### config.mk
export PLATFORM = sky130hd
export DESIGN_NAME = pn_corr_bank
export DESIGN_NICKNAME = d
export VERILOG_FILES = /design/src/rtl/pncb_pkg.sv /design/src/rtl/pncb_ingest.sv /design/src/rtl/pncb_lane.sv /design/src/rtl/pncb_peak.sv /design/src/rtl/pn_corr_bank.sv
export SDC_FILE = /design/constraint.sdc
export NUM_CORES = 1
export LEC_CHECK = 0
export ABC_AREA = 1
export ABC_CLOCK_PERIOD_IN_PS = 12200
export BUFFER_PORTS_ARGS = -buffer_cell sky130_fd_sc_hd__buf_4
export CORE_ASPECT_RATIO = 1.1
export CORE_MARGIN = 3
export CORE_UTILIZATION = 50
export DETAILED_ROUTE_END_ITERATION = 10
export PLACE_DENSITY = 0.8
export SLEW_MARGIN = 20
export SYNTH_ARGS = -nofsm -noshare
export SYNTH_HDL_FRONTEND = slang
export SYNTH_SLANG_ARGS = --single-unit
### constraint.sdc
create_clock -name clk -period 12.2 [get_ports clk]
set_clock_uncertainty 0.2 [all_clocks]
set_input_delay 0.61 -clock clk [delete_from_list [all_inputs] [get_ports clk]]
set_output_delay 0.61 -clock clk [all_outputs]
set_load 0.01 [all_outputs]
### src/rtl/pncb_pkg.sv
package pncb_pkg;

  // Signed sum width: one sample width plus enough bits for CODE_LEN terms.
  function automatic int acc_width(input int sample_w, input int code_len);
    return sample_w + $clog2(code_len);
  endfunction

  function automatic int pos_width(input int num_corr);
    return (num_corr > 1) ? $clog2(num_corr) : 1;
  endfunction

  // Chip index for a given phase and correlator offset, modulo the code length.
  function automatic int wrap_phase(input int phase, input int offset, input int code_len);
    int s;
    s = phase + offset;
    if (s >= code_len) s = s - code_len;
    return s;
  endfunction

endpackage

### src/rtl/pncb_ingest.sv
module pncb_ingest #(
  parameter int CODE_LEN = 31,
  parameter int SAMPLE_W = 5,
  localparam int IDX_W = $clog2(CODE_LEN)
) (
  input  logic                       clk,
  input  logic                       rst,
  input  logic                       clear,
  input  logic                       code_load,
  input  logic [CODE_LEN-1:0]        code_word,
  input  logic                       samp_valid,
  input  logic signed [SAMPLE_W-1:0] samp_data,
  output logic [CODE_LEN-1:0]        code_q,
  output logic                       stg_valid,
  output logic signed [SAMPLE_W-1:0] stg_data,
  output logic [IDX_W-1:0]           stg_idx,
  output logic                       stg_first,
  output logic                       stg_last
);

  logic [IDX_W-1:0] phase_q;
  logic             restart;
  logic             at_end;

  assign restart = clear | code_load;
  assign at_end  = (phase_q == IDX_W'(CODE_LEN - 1));

  always_ff @(posedge clk) begin
    if (rst) begin
      phase_q   <= '0;
      code_q    <= '0;
      stg_valid <= 1'b0;
      stg_data  <= '0;
      stg_idx   <= '0;
    end else begin
      if (code_load) code_q <= code_word;
      stg_valid <= samp_valid & ~restart;
      if (restart) begin
        phase_q <= '0;
      end else if (samp_valid) begin
        phase_q <= at_end ? '0 : phase_q + 1'b1;
      end
      if (samp_valid) begin
        stg_data <= samp_data;
        stg_idx  <= phase_q;
      end
    end
  end

  assign stg_first = (stg_idx == '0);
  assign stg_last  = (stg_idx == IDX_W'(CODE_LEN - 1));

endmodule

### src/rtl/pncb_lane.sv
module pncb_lane
  import pncb_pkg::*;
#(
  parameter int CODE_LEN = 31,
  parameter int SAMPLE_W = 5,
  parameter int ACC_W    = 10,
  parameter int OFFSET   = 0,
  localparam int IDX_W = $clog2(CODE_LEN)
) (
  input  logic                       clk,
  input  logic                       rst,
  input  logic                       en,
  input  logic                       first,
  input  logic [IDX_W-1:0]           idx,
  input  logic [CODE_LEN-1:0]        code,
  input  logic signed [SAMPLE_W-1:0] sample,
  output logic signed [ACC_W-1:0]    acc
);

  logic [IDX_W-1:0]        sel;
  logic                    chip;
  logic signed [ACC_W-1:0] ext;
  logic signed [ACC_W-1:0] term;

  always_comb begin
    sel  = IDX_W'(wrap_phase(int'(idx), OFFSET, CODE_LEN));
    chip = code[sel];
    ext  = {{(ACC_W - SAMPLE_W){sample[SAMPLE_W-1]}}, sample};
    term = chip ? ext : -ext;
  end

  always_ff @(posedge clk) begin
    if (rst) begin
      acc <= '0;
    end else if (en) begin
      acc <= first ? term : acc + term;
    end
  end

endmodule

### src/rtl/pncb_peak.sv
module pncb_peak #(
  parameter int NUM_CORR = 8,
  parameter int ACC_W    = 10,
  parameter int POS_W    = 3
) (
  input  logic                      clk,
  input  logic                      rst,
  input  logic                      fin,
  input  logic [ACC_W-1:0]          thresh,
  input  logic [NUM_CORR*ACC_W-1:0] acc_flat,
  output logic                      det_valid,
  output logic [POS_W-1:0]          det_pos,
  output logic [ACC_W-1:0]          det_peak
);

  logic [ACC_W-1:0] mag [NUM_CORR];
  logic [ACC_W-1:0] best_mag;
  logic [POS_W-1:0] best_pos;
  logic             hit;

  always_comb begin
    for (int k = 0; k < NUM_CORR; k++) begin
      logic signed [ACC_W-1:0] a;
      a      = acc_flat[k*ACC_W +: ACC_W];
      mag[k] = a[ACC_W-1] ? ACC_W'(-a) : ACC_W'(a);
    end
  end

  // Linear scan with strict compare keeps the lowest index on ties.
  always_comb begin
    best_mag = mag[0];
    best_pos = '0;
    for (int k = 1; k < NUM_CORR; k++) begin
      if (mag[k] > best_mag) begin
        best_mag = mag[k];
        best_pos = POS_W'(k);
      end
    end
    hit = fin && (best_mag >= thresh);
  end

  always_ff @(posedge clk) begin
    if (rst) begin
      det_valid <= 1'b0;
      det_pos   <= '0;
      det_peak  <= '0;
    end else begin
      det_valid <= hit;
      if (hit) begin
        det_pos  <= best_pos;
        det_peak <= best_mag;
      end
    end
  end

endmodule

### src/rtl/pn_corr_bank.sv
module pn_corr_bank
  import pncb_pkg::*;
#(
  parameter int NUM_CORR = 8,
  parameter int CODE_LEN = 31,
  parameter int SAMPLE_W = 5,
  localparam int ACC_W = acc_width(SAMPLE_W, CODE_LEN),
  localparam int POS_W = pos_width(NUM_CORR),
  localparam int IDX_W = $clog2(CODE_LEN)
) (
  input  logic                       clk,
  input  logic                       rst,
  input  logic                       code_load,
  input  logic [CODE_LEN-1:0]        code_word,
  input  logic                       clear,
  input  logic                       samp_valid,
  input  logic signed [SAMPLE_W-1:0] samp_data,
  input  logic [ACC_W-1:0]           thresh,
  output logic                       det_valid,
  output logic [POS_W-1:0]           det_pos,
  output logic [ACC_W-1:0]           det_peak
);

  logic [CODE_LEN-1:0]        code_q;
  logic                       stg_valid;
  logic signed [SAMPLE_W-1:0] stg_data;
  logic [IDX_W-1:0]           stg_idx;
  logic                       stg_first;
  logic                       stg_last;
  logic [NUM_CORR*ACC_W-1:0]  acc_flat;
  logic                       fin_q;

  pncb_ingest #(
    .CODE_LEN (CODE_LEN),
    .SAMPLE_W (SAMPLE_W)
  ) u_ingest (
    .clk        (clk),
    .rst        (rst),
    .clear      (clear),
    .code_load  (code_load),
    .code_word  (code_word),
    .samp_valid (samp_valid),
    .samp_data  (samp_data),
    .code_q     (code_q),
    .stg_valid  (stg_valid),
    .stg_data   (stg_data),
    .stg_idx    (stg_idx),
    .stg_first  (stg_first),
    .stg_last   (stg_last)
  );

  for (genvar g = 0; g < NUM_CORR; g++) begin : g_lane
    logic signed [ACC_W-1:0] lane_acc;
    pncb_lane #(
      .CODE_LEN (CODE_LEN),
      .SAMPLE_W (SAMPLE_W),
      .ACC_W    (ACC_W),
      .OFFSET   (g)
    ) u_lane (
      .clk    (clk),
      .rst    (rst),
      .en     (stg_valid),
      .first  (stg_first),
      .idx    (stg_idx),
      .code   (code_q),
      .sample (stg_data),
      .acc    (lane_acc)
    );
    assign acc_flat[g*ACC_W +: ACC_W] = lane_acc;
  end

  // Period complete: sums are final in the cycle after the last sample is summed.
  always_ff @(posedge clk) begin
    if (rst) fin_q <= 1'b0;
    else     fin_q <= stg_valid & stg_last & ~(clear | code_load);
  end

  pncb_peak #(
    .NUM_CORR (NUM_CORR),
    .ACC_W    (ACC_W),
    .POS_W    (POS_W)
  ) u_peak (
    .clk       (clk),
    .rst       (rst),
    .fin       (fin_q),
    .thresh    (thresh),
    .acc_flat  (acc_flat),
    .det_valid (det_valid),
    .det_pos   (det_pos),
    .det_peak  (det_peak)
  );

endmodule

**Word level (Yosys, flattened, before mapping)**

Cells that the tools add are included.

- Mux-type cells: 63
- Add/sub/neg operators: 33
- Reduce and logical (&&, ||, !) cells: 3
- Magnitude comparators: 24
- Equality and inequality tests: 2
- Bitwise logic cells: 5

Operators with widths:

| operator | number |
|---|---|
| 10-bit 2-to-1 mux | 31 |
| 10-bit adder | 8 |
| 10-bit negator | 8 |
| 10-bit greater-than comparator | 7 |
| 5-bit by 6-bit < comparator with 1-bit output, second input constant | 8 |
| 5-bit 2-to-1 mux | 9 |
| 6-bit by 5-bit greater-or-equal comparator with 1-bit output, second input constant | 7 |
| 1-bit binary-select mux with 5-bit select | 8 |
| 5-bit by 1-bit subtractor with 5-bit output, second input constant | 7 |
| 5-bit by 3-bit adder with 6-bit output, second input constant | 4 |
| 5-bit by 2-bit adder with 6-bit output, second input constant | 2 |
| 3-bit 2-to-1 mux | 4 |
| 5-bit equality test, second input constant | 2 |
| 10-bit greater-or-equal comparator | 1 |
| 5-bit negator with 10-bit output | 1 |
| 1-bit 2-to-1 mux | 9 |
| 5-bit by 1-bit adder with 6-bit output, second input constant | 1 |
| 5-bit by 1-bit adder with 5-bit output, second input constant | 1 |
| 5-bit greater-or-equal comparator, second input constant | 1 |
| 5-bit zero test | 1 |
| 5-bit subtractor, second input constant | 1 |
| 2-bit 2-to-1 mux | 2 |
| 1-bit bitwise AND | 3 |
| 2-bit OR reduction | 1 |
| 3 further kinds | 3 |

- Logic and storage cells: 147
- Output and inout port bits: 14
- Bits of input ports: 51
- Flip-flop bits (word level): 142

**Longest topological paths before layout**

Gate-level depths: netlist (run 1).

- Word-level depth: 18
- Mapped depth: 116
- Gate-level depth less buffers: 108

**Cells and area by module**

Synthesis (run 1) repeated with hierarchy kept, for this count alone.

- Cell total of the unflattened synthesis: 3,483
- Area total of the unflattened synthesis: 20,407.1 um^2

By module, submodules not included:

| module | area each (um^2) | times used | cells each |
|---|---|---|---|
| pncb_peak | 5,078.6 | 1 | 887 |
| pncb_lane (g_lane[1].u_lane) | 1,745.4 | 1 | 296 |
| pncb_ingest | 1,727.9 | 1 | 224 |
| pncb_lane (g_lane[7].u_lane) | 1,701.6 | 1 | 302 |
| pncb_lane (g_lane[4].u_lane) | 1,694.1 | 1 | 294 |
| pncb_lane (g_lane[6].u_lane) | 1,694.1 | 1 | 301 |
| pncb_lane (g_lane[0].u_lane) | 1,692.9 | 1 | 293 |
| pncb_lane (g_lane[5].u_lane) | 1,692.9 | 1 | 298 |
| pncb_lane (g_lane[2].u_lane) | 1,677.9 | 1 | 291 |
| pncb_lane (g_lane[3].u_lane) | 1,657.8 | 1 | 290 |
| pn_corr_bank | 43.8 | 1 | 7 |

**Worst setup path after synthesis (run 1)**

Ideal clock, no wire load.

- Path kind: register to register
- From: register g_lane[0].u_lane.acc[1]
- To: register u_peak.det_peak[7]
- Path buffers: 9
- Required time: 11.891 ns
- Arrival: 12.633 ns
- Library setup time: 0.109 ns
- Setup slack: -0.742 ns
- Cell stages (with the launch flop): 111
- Cells stage by stage: dfxtp_1 > inv_1 > ha_1 > nand2_1 > nor2_2 > nand2_1 > nand2_1 > xor2_1 > inv_1 > ha_1 > and3_1 > nand2_2 > nor2_4 > nand4_1 > nand2_1 > buf_2 > clkbuf_1 > inv_1 > [75 not listed] > inv_1 > a21boi_0 > o21a_1 > o21a_1 > o21a_1 > o21a_1 > o21a_1 > o21a_1 > o21a_1 > o21ai_0 > nand2_1 > nand2_1 > inv_1 > clkbuf_1 > nor2_1 > nor2_1 > nand2_1 > inv_1

- Longest elaborated chain between the ends: 18

Ends and longest elaborated chain:

| what | line | text |
|---|---|---|
| from (decl) | pncb_lane.sv:17 | `output logic signed [ACC_W-1:0] acc` |
| from (signal assigned) | pncb_lane.sv:36 | `acc <= first ? term : acc + term;` |
| 10-bit negator | pncb_peak.sv:25 | `mag[k] = a[ACC_W-1] ? ACC_W'(-a) : ACC_W'(a);` |
| 10-bit 2-to-1 mux * | pncb_peak.sv:25 |  |
| 10-bit greater-than comparator | pncb_peak.sv:34 | `if (mag[k] > best_mag) begin` |
| 10-bit 2-to-1 mux * | pncb_peak.sv:34 |  |
| 10-bit greater-than comparator | pncb_peak.sv:34 |  |
| 10-bit 2-to-1 mux * | pncb_peak.sv:34 |  |
| 10-bit greater-than comparator | pncb_peak.sv:34 |  |
| 10-bit 2-to-1 mux * | pncb_peak.sv:34 |  |
| [2 not listed] | n/a |  |
| 10-bit greater-than comparator | pncb_peak.sv:34 |  |
| 10-bit 2-to-1 mux * | pncb_peak.sv:34 |  |
| 10-bit greater-than comparator | pncb_peak.sv:34 |  |
| 10-bit 2-to-1 mux * | pncb_peak.sv:34 |  |
| 10-bit greater-than comparator | pncb_peak.sv:34 |  |
| 10-bit 2-to-1 mux * | pncb_peak.sv:34 |  |
| 10-bit greater-or-equal comparator | pncb_peak.sv:39 | `hit = fin && (best_mag >= thresh);` |
| 1-bit logical AND | pncb_peak.sv:39 |  |
| to (signal assigned) | pncb_peak.sv:51 | `det_peak <= best_mag;` |
| to (decl) | pncb_peak.sv:13 | `output logic [ACC_W-1:0] det_peak` |

Mark *: on every way between the ends. The rest lies on a longest branch, timed or not.
A chain may end at the register's enable or synchronous reset.

**Final worst setup path (run 1)**

- From: register g_lane[1].u_lane.acc[0]
- To: register u_peak.det_peak[1]

- Longest elaborated chain between the ends: 18

Ends and longest elaborated chain:

| what | line | text |
|---|---|---|
| from (decl) | pncb_lane.sv:17 |  |
| from (signal assigned) | pncb_lane.sv:36 |  |
| 10-bit negator | pncb_peak.sv:25 |  |
| 10-bit 2-to-1 mux * | pncb_peak.sv:25 |  |
| 10-bit greater-than comparator | pncb_peak.sv:34 |  |
| 10-bit 2-to-1 mux * | pncb_peak.sv:34 |  |
| 10-bit greater-than comparator | pncb_peak.sv:34 |  |
| 10-bit 2-to-1 mux * | pncb_peak.sv:34 |  |
| 10-bit greater-than comparator | pncb_peak.sv:34 |  |
| 10-bit 2-to-1 mux * | pncb_peak.sv:34 |  |
| [3 not listed] | n/a |  |
| 10-bit 2-to-1 mux * | pncb_peak.sv:34 |  |
| 10-bit greater-than comparator | pncb_peak.sv:34 |  |
| 10-bit 2-to-1 mux * | pncb_peak.sv:34 |  |
| 10-bit greater-than comparator | pncb_peak.sv:34 |  |
| 10-bit 2-to-1 mux * | pncb_peak.sv:34 |  |
| named net u_peak.best_mag[1] | pncb_peak.sv:17 | `logic [ACC_W-1:0] best_mag;` |
| 10-bit greater-or-equal comparator | pncb_peak.sv:39 |  |
| 1-bit logical AND | pncb_peak.sv:39 |  |

The timed path passes the listed nets; every way through them passes the cells marked *.

==> load_flow_metrics.sql, run 1 <==
INSERT INTO impl_metrics (metric_group, metric, value, unit) VALUES
('run_status', 'run_status', 'finished with violations', ''),
('run_status', 'violated_checks', 'negative setup slack', ''),
('clock_network', 'clk_latency', '0.44', 'ns'),
('synthesis', 'netlist_top_cells_count', 'nand2_1, o21ai_0, inv_1', ''),
('global_route', 'grt_pass1_wl', '91.49', 'mm'),
('power_and_ir_drop', 'power.leakage', '10.06', 'nW'),
('die', 'fp.dieW', '180.2', 'µm'),
('placement', 'dp_hpwl', '40.85', 'mm'),
('worst_setup_path', 'cp_common_cell', 'nand2_4', ''),
('placement', 'place.gp.congestion', '0.9989', ''),
('worst_setup_path', 'setup.worst_path.class', 'flop to flop', ''),
('final_layout', 'finalCoreUtilization', '0.6369', ''),
('clock_network', 'tritoncts_clock_tree', 'done', ''),
('placement', 'dp_cells', '3251', ''),
('sta', 'final_setup_margin', '-0.7302', 'ns'),
('synthesis', 'synth.cell_area', '16700', 'µm²'),
('worst_setup_path', 'worstSetupStartpoint', 'g_lane[1].u_lane.acc[0]', ''),
('synthesis', 'syn_avg_cell_area', '6.148', 'µm²'),
('synthesis', 'netlist-cell-type-count', '50', ''),
('worst_setup_path', 'critical-path-slowest-cell', 'ha_1', ''),
('sta', 'slew-limit-headroom', '0.3392', ''),
('power_and_ir_drop', 'vdd_ir_drop_max', '262.5', 'µV'),
('final_layout', 'total_non_filler_cell_area_in_the_finished_layout', '20780', 'µm²'),
('hold_path', 'timing.hold.worst.class', 'input pin to flop', ''),
('worst_setup_path', 'worstReg2RegEnd', 'u_peak.det_peak[1]', ''),
('worst_setup_path', 'crit_required', '12.33', 'ns'),
('die', 'core_ar', '32630', 'µm²'),
('die', 'floorplan.die_area', '35630', 'µm²'),
('clock_network', 'numCtsBuffers', '17', ''),
('power_and_ir_drop', 'power_density', '272.0', 'nW/µm²'),
('routing', 'dr.pass1.iters', '6', ''),
('global_route', 'groute.usage.overall', '0.3070', ''),
('worst_setup_path', 'r2r_setup_slack', '-0.73', 'ns'),
('sta', 'setup_repair_after_global_routing_missed_its_margin', 'yes', ''),
('worst_setup_path', 'startpoint_type_of_the_worst_setup_path', 'flop', ''),
('worst_setup_path', 'reg2reg_from', 'g_lane[1].u_lane.acc[0]', ''),
('routing', 'finalWirelength', '58.92', 'mm'),
('synthesis', 'async_set_or_reset_register_ratio_after_synthesis', '0', ''),
('sta', 'max_freq', '0.07734', 'GHz'),
('sta', 'finalHoldViolCount', '0', ''),
('synthesis', 'yosysWarnings', '0', ''),
('routing', 'wl_per_cell', '17.54', 'µm'),
('final_layout', 'finish.cell_count_without_fillers', '3360', ''),
('placement', 'io_buffers', '64', ''),
('clock_network', 'tritoncts_num_sinks', '142', ''),
('final_layout', 'synthToLayoutAreaGrowth', '24.47', '%'),
('synthesis', 'synth_most_common_cell', 'nand2_1', ''),
('die', 'floorplan.rows', '69', ''),
('sta', 'final.min_clock_period', '12.93', 'ns'),
('sta', 'final.hold.worst_slack', '0.2037', 'ns'),
('sta', 'setup_viol_count_final', '14', ''),
('sta', 'drv_slew', '0', ''),
('die', 'design.portCount', '65', ''),
('clock_network', 'post_cts_hold_buffer_count', '0', ''),
('global_route', 'grt_max_degree', '93', ''),
('synthesis', 'synth_edf_count', '0', ''),
('synthesis', 'synth_area_leader_cell', 'dfxtp_1', ''),
('global_route', 'number_of_global_route_vias_before_repair', '18781', ''),
('routing', 'drc_viols', '0', ''),
('die', 'vert_die_dim', '197.7', 'µm'),
('synthesis', 'synth_ff_type', 'dfxtp_1', ''),
('worst_setup_path', 'endpoint_kind', 'flop', ''),
('job', 'max_cap_violations', '0', ''),
('hold_path', 'worstHoldEndpoint', 'u_ingest.code_q[18]', ''),
('sta', 'finalSetupTns', '-8.733', 'ns'),
('synthesis', 'yosys.area.top_type_share', '0.1702', ''),
('global_route', 'gr-total-overflow', '0', ''),
('routing', 'ant_nets', '0', ''),
('clock_network', 'cts.reportedPaths.clkPinSlew', '0.07', 'ns'),
('routing', 'routed-via-count', '19686', ''),
('clock_network', 'cts_buffer_depth', '2', '');
==> worst max-delay path, delay by kind of cell, from the launching register on <==
family	cells	cell delay [ns]
adders and majority gates	9	2.33
xor gates and xnor gates	1	0.33
buffers and inverters	21	2.09
AOI/OAI and AO/OA	18	2.37
DFF	1	0.34
and+or+nand+nor	48	5.17
==> area by class of cell <==
| cell class | count | area [µm²] |
|---|---|---|
| Clock inverter | 13 | 162.7 |
| Multi-Input combinational cell | 2086 | 12950 |
| Sequential cell | 142 | 2854 |
| Inverter | 375 | 1418 |
| Fill cell | 2769 | 11850 |
| Tap cell | 426 | 533.0 |
| Antenna cell | 1 | 2.502 |
| Clock buffer | 19 | 442.9 |
| Timing Repair Buffer | 298 | 2419 |
==> logic make-up after synthesis <==
group	after synthesis	share of synthesized area
and+or+nand+nor	1028	0.2644
xor gates and xnor gates	111	0.05822
adders and majority gates	180	0.1385
DFF	142	0.1702
buffers and inverters	493	0.1146
AOI/OAI and AO/OA	762	0.2541
==> report_power, final <==
group          switching [mW]  internal, mW  leakage, nW
clock                   0.225         0.328        0.290
combinational            2.39          2.19         8.61
sequential             0.0441         0.483         1.16
==> cells in the final DEF, fill, tap and decap left out, types with 17 or more instances in the layout <==
master / Yosys / routed
nand2_1: 473 / 433
inv_1: 358 / 340
o21ai_0: 361 / 310
nor2_1: 299 / 282
buf_4: 8 / 270
a21oi_1: 236 / 230
ha_1: 172 / 150
dfxtp_1: 142 / 135
nand3_1: 113 / 96
xor2_1: 82 / 79
nand2_2: 26 / 48
nor3_1: 38 / 37
nand3_2: 18 / 33
o211ai_1: 33 / 33
o221ai_1: 32 / 32
inv_2: 15 / 30
xnor2_1: 29 / 29
o21ai_1: 6 / 24
nand2_4: 2 / 23
o21ai_2: 1 / 23
ha_4: 0 / 22
nand4_1: 21 / 21
o21bai_1: 19 / 19
buf_6: 0 / 19
clkbuf_16: 0 / 17
==> metal layers <==
metal | part of all wire | track usage | wire [µm]
met5 | 0.00027 | 0 | 16
met4 | 0.050 | 0.1498 | 2931
met3 | 0.072 | 0.04383 | 4251
met2 | 0.49 | 0.5524 | 28670
met1 | 0.39 | 0.3584 | 23050
==> what timing repair did <==
action | in CTS | in global routing
cloned | 8 | 1
endpoints found under the setup margin | 14 | 14
pin swaps | 86 | 100
hold endpoints to repair | 0 | 0
setup buffers | 54 | 17
resized for setup | 179 | 117
==> registers in the layout, summed over array words and instances (netlist names) <==
name	cells
u_ingest.code_q	31
fin_q	1
u_peak.det_valid	1
u_peak.det_pos	3
u_ingest.stg_data	5
u_ingest.stg_valid	1
u_ingest.stg_idx	5
g_lane.u_lane.acc	80
u_peak.det_peak	10
u_ingest.phase_q	5
==> worst max path at each step <==
stage	cells past startpoint	to
after global routing	98	u_peak.det_peak[1]
final	97	u_peak.det_peak[1]
after detailed placement	100	u_peak.det_peak[9]
after floorplan	108	u_peak.det_peak[7]
after CTS	103	u_peak.det_peak[8]
after global placement	98	u_peak.det_peak[3]
Note: power is estimated with default switching activity, not from simulation.
==> run 2, diff against run 1 <==
--- a/config.mk
+++ b/config.mk
@@ -10,9 +10,9 @@
 export BUFFER_PORTS_ARGS = -buffer_cell sky130_fd_sc_hd__buf_4
 export CORE_ASPECT_RATIO = 1.1
 export CORE_MARGIN = 3
-export CORE_UTILIZATION = 50
+export CORE_UTILIZATION = 51
 export DETAILED_ROUTE_END_ITERATION = 10
-export PLACE_DENSITY = 0.8
+export PLACE_DENSITY = 0.81
 export SLEW_MARGIN = 20
 export SYNTH_ARGS = -nofsm -noshare
 export SYNTH_HDL_FRONTEND = slang
==> load_flow_metrics.sql, run 2 (synthesis results as in run 1) <==
INSERT INTO impl_metrics (metric_group, metric, value, unit) VALUES
('final_layout', 'largest_registers', 'g_lane.u_lane.acc x80, u_ingest.code_q x31, u_peak.det_peak x10', ''),
('final_layout', 'synthToLayoutAreaGrowth', '24.01', '%'),
('worst_setup_path', 'setup.worst_path.class', 'flop to flop', ''),
('run_status', 'violated_checks', 'negative setup slack', ''),
('routing', 'drc_viols', '0', ''),
('worst_setup_path', 'endpoint_kind', 'flop', ''),
('power_and_ir_drop', 'power.switching', '2.884', 'mW'),
('sta', 'drv_slew', '0', ''),
('worst_setup_path', 'worstSetupStartpoint', 'g_lane[1].u_lane.acc[4]', ''),
('worst_setup_path', 'slowest_delay', '0.37', 'ns'),
('routing', 'drt_iter0_drc', '2752', ''),
('clock_network', 'tritoncts_num_sinks', '142', ''),
('power_and_ir_drop', 'power_density', '284.9', 'nW/µm²'),
('sta', 'max_slew.worst_pin.slew', '1.078', 'ns'),
('worst_setup_path', 'critical_path_arrival', '13.69', 'ns'),
('clock_network', 'numCtsBuffers', '17', ''),
('power_and_ir_drop', 'power.leakage', '10.04', 'nW'),
('final_layout', 'mostFrequentLayoutCell', 'nand2_1', ''),
('hold_path', 'hp-start', 'code_word[12]', ''),
('sta', 'finalHoldViolCount', '0', ''),
('global_route', 'number_of_global_route_vias_before_repair', '18716', ''),
('job', 'max_cap_violations', '0', ''),
('power_and_ir_drop', 'net_sw_frac', '0.4888', ''),
('run_status', 'run_status', 'finished with violations', ''),
('routing', 'ant_nets', '0', ''),
('worst_setup_path', 'startpoint_type_of_the_worst_setup_path', 'flop', ''),
('worst_setup_path', 'path_buf_inv', '19', ''),
('global_route', 'grt_pass1_wl', '90.90', 'mm'),
('power_and_ir_drop', 'clock_power_share', '0.091', ''),
('power_and_ir_drop', 'pwr-share-seq', '0.089', ''),
('final_layout', 'largest_reg_flops', '80', ''),
('clock_network', 'tritoncts_clock_tree', 'done', ''),
('clock_network', 'post_cts_hold_buffer_count', '0', ''),
('worst_setup_path', 'critical-path-top-delay-family', 'simple AND/OR/NAND/NOR gates', ''),
('worst_setup_path', 'crit_required', '12.34', 'ns'),
('clock_network', 'cts.reportedPaths.clkPinSlew', '0.07', 'ns'),
('routing', 'wl_per_cell', '18.11', 'µm'),
('clock_network', 'cts-root-buf', 'clkbuf_16', ''),
('die', 'initial_utilization', '0.5248', ''),
('sta', 'finalCritPeriodShare', '1.110', ''),
('global_route', 'grt_max_degree', '93', ''),
('die', 'vert_die_dim', '195.8', 'µm'),
('power_and_ir_drop', 'vdd_ir_drop_max', '332.6', 'µV'),
('sta', 'finalSetupTns', '-17.60', 'ns'),
('hold_path', 'timing.hold.worst.class', 'input pin to flop', ''),
('clock_network', 'clk_latency', '0.45', 'ns'),
('routing', 'finalWirelength', '60.63', 'mm'),
('power_and_ir_drop', 'combinationalPowerShare', '0.820', ''),
('die', 'floorplan.die_area', '34950', 'µm²'),
('final_layout', 'most-common-layout-cells', 'nand2_1, inv_1, o21ai_0', ''),
('placement', 'place.gp.congestion', '1.005', ''),
('sta', 'slew-limit-headroom', '0.2735', ''),
('die', 'fp.dieW', '178.5', 'µm'),
('final_layout', 'largest_register', 'g_lane.u_lane.acc', ''),
('final_layout', 'final_net_count', '3148', ''),
('global_route', 'groute.usage.overall', '0.3160', ''),
('final_layout', 'total_non_filler_cell_area_in_the_finished_layout', '20710', 'µm²'),
('sta', 'setup_repair_after_global_routing_missed_its_margin', 'yes', ''),
('clock_network', 'cts_buffer_depth', '2', ''),
('sta', 'final_setup_margin', '-1.347', 'ns'),
('die', 'floorplan.rows', '68', ''),
('final_layout', 'drive_above_1_share', '0.1967', ''),
('placement', 'detailed_place.area', '18340', 'µm²'),
('die', 'design.portCount', '65', ''),
('placement', 'io_buffers', '64', ''),
('routing', 'dr.pass1.iters', '8', ''),
('sta', 'max_freq', '0.07382', 'GHz'),
('placement', 'dp_hpwl', '39.30', 'mm'),
('global_route', 'gr-total-overflow', '0', ''),
('global_route', 'grt_antenna_before_repair', '0', ''),
('worst_setup_path', 'reg2reg_from', 'g_lane[1].u_lane.acc[4]', ''),
('final_layout', 'antenna-diode-count', '0', ''),
('sta', 'final.min_clock_period', '13.55', 'ns'),
('worst_setup_path', 'critical-path-slowest-cell', 'dfxtp_1', ''),
('die', 'core_ar', '31820', 'µm²'),
('power_and_ir_drop', 'p_int', '3.016', 'mW'),
('sta', 'setup_viol_count_final', '14', ''),
('clock_network', 'depth_of_the_cts_h_tree', '4', ''),
('routing', 'viasPerCell', '6.068', ''),
('routing', 'routed-via-count', '20316', ''),
('worst_setup_path', 'critical_path_peak_fanout', '10', '');
## run 2: changes by cell type in the layout (fill, tap and decap cells not counted), moves of 4 or more
cell / change
nand3_2: -10
buf_6: -8
o21ai_1: -6
buf_4: +5
nand3_1: +5
nand3_4: +5
o21ai_0: +5
a21oi_1: +4
a21oi_2: -4
nand2_2: -4
## run 2: power groups by stage
| stage | Combinational, mW | Sequential (mW) | Clock, mW |
|---|---|---|---|
| floorplan | 1.95 | 0.508 | 0 |
| global placement | 3.05 | 0.531 | 0 |
| global route | 5.13 | 0.526 | 0.557 |
| finish | 4.84 | 0.526 | 0.537 |
| CTS | 3.74 | 0.522 | 0.537 |
| detailed placement | 3.16 | 0.532 | 0 |
## run 2: path summary, 6_finish.rpt
kind / depth (start not counted) / slack [ns] / endpoint
worst max-delay path: 95 / -1.35 / u_peak.det_peak[6]
worst min-delay path: 3 / 0.19 / u_ingest.code_q[12]
worst max register to register: 95 / -1.35 / u_peak.det_peak[6]
worst min register to register: 2 / 0.31 / u_peak.det_pos[0]
## run 2: area by class of cell
class                      count  area (µm²)
sequential                   142        2854
clock inverter                 9       113.9
inverter                     375        1415
tap                          420       525.5
multi-input combinational   2084       12960
clock buffer                  21       460.4
fill                        2609       11110
timing repair buffer         297        2379
## run 2: layer usage
layer / global-route usage / share of wire
met5: 0 / 0
met3: 0.05149 / 0.088
met1: 0.3797 / 0.38
met4: 0.1963 / 0.072
met2: 0.5221 / 0.46
## run 2: stage by stage
stage | hold WS [ns] | util | instances | total power, mW | worst slack, ns
global route | 0.1866 | 0.6508 | 3348 | 6.210 | -1.862
detailed placement | 0.3029 | 0.5762 | 3228 | 3.694 | -0.7059
global placement | 0.2952 | 0.5762 | 3228 | 3.583 | -0.1026
finish | 0.1858 | 0.6508 | 3348 | 5.900 | -1.347
floorplan | 0.2456 | - | 2716 | 2.459 | 0.005087
CTS | 0.1798 | 0.6252 | 3329 | 4.797 | -0.03054
## run 2: what timing repair did
item	CTS	global route
gates cloned	10	1
setup endpoints to repair	14	14
buffers inserted	61	19
resized for setup	140	141
pin swaps	83	112
hold endpoints to repair	0	0
## run 2: tightest hold or removal path, stage by stage
cell    delay (ns)
buf_4         0.08
nor2_1        0.03
nor2_1        0.08
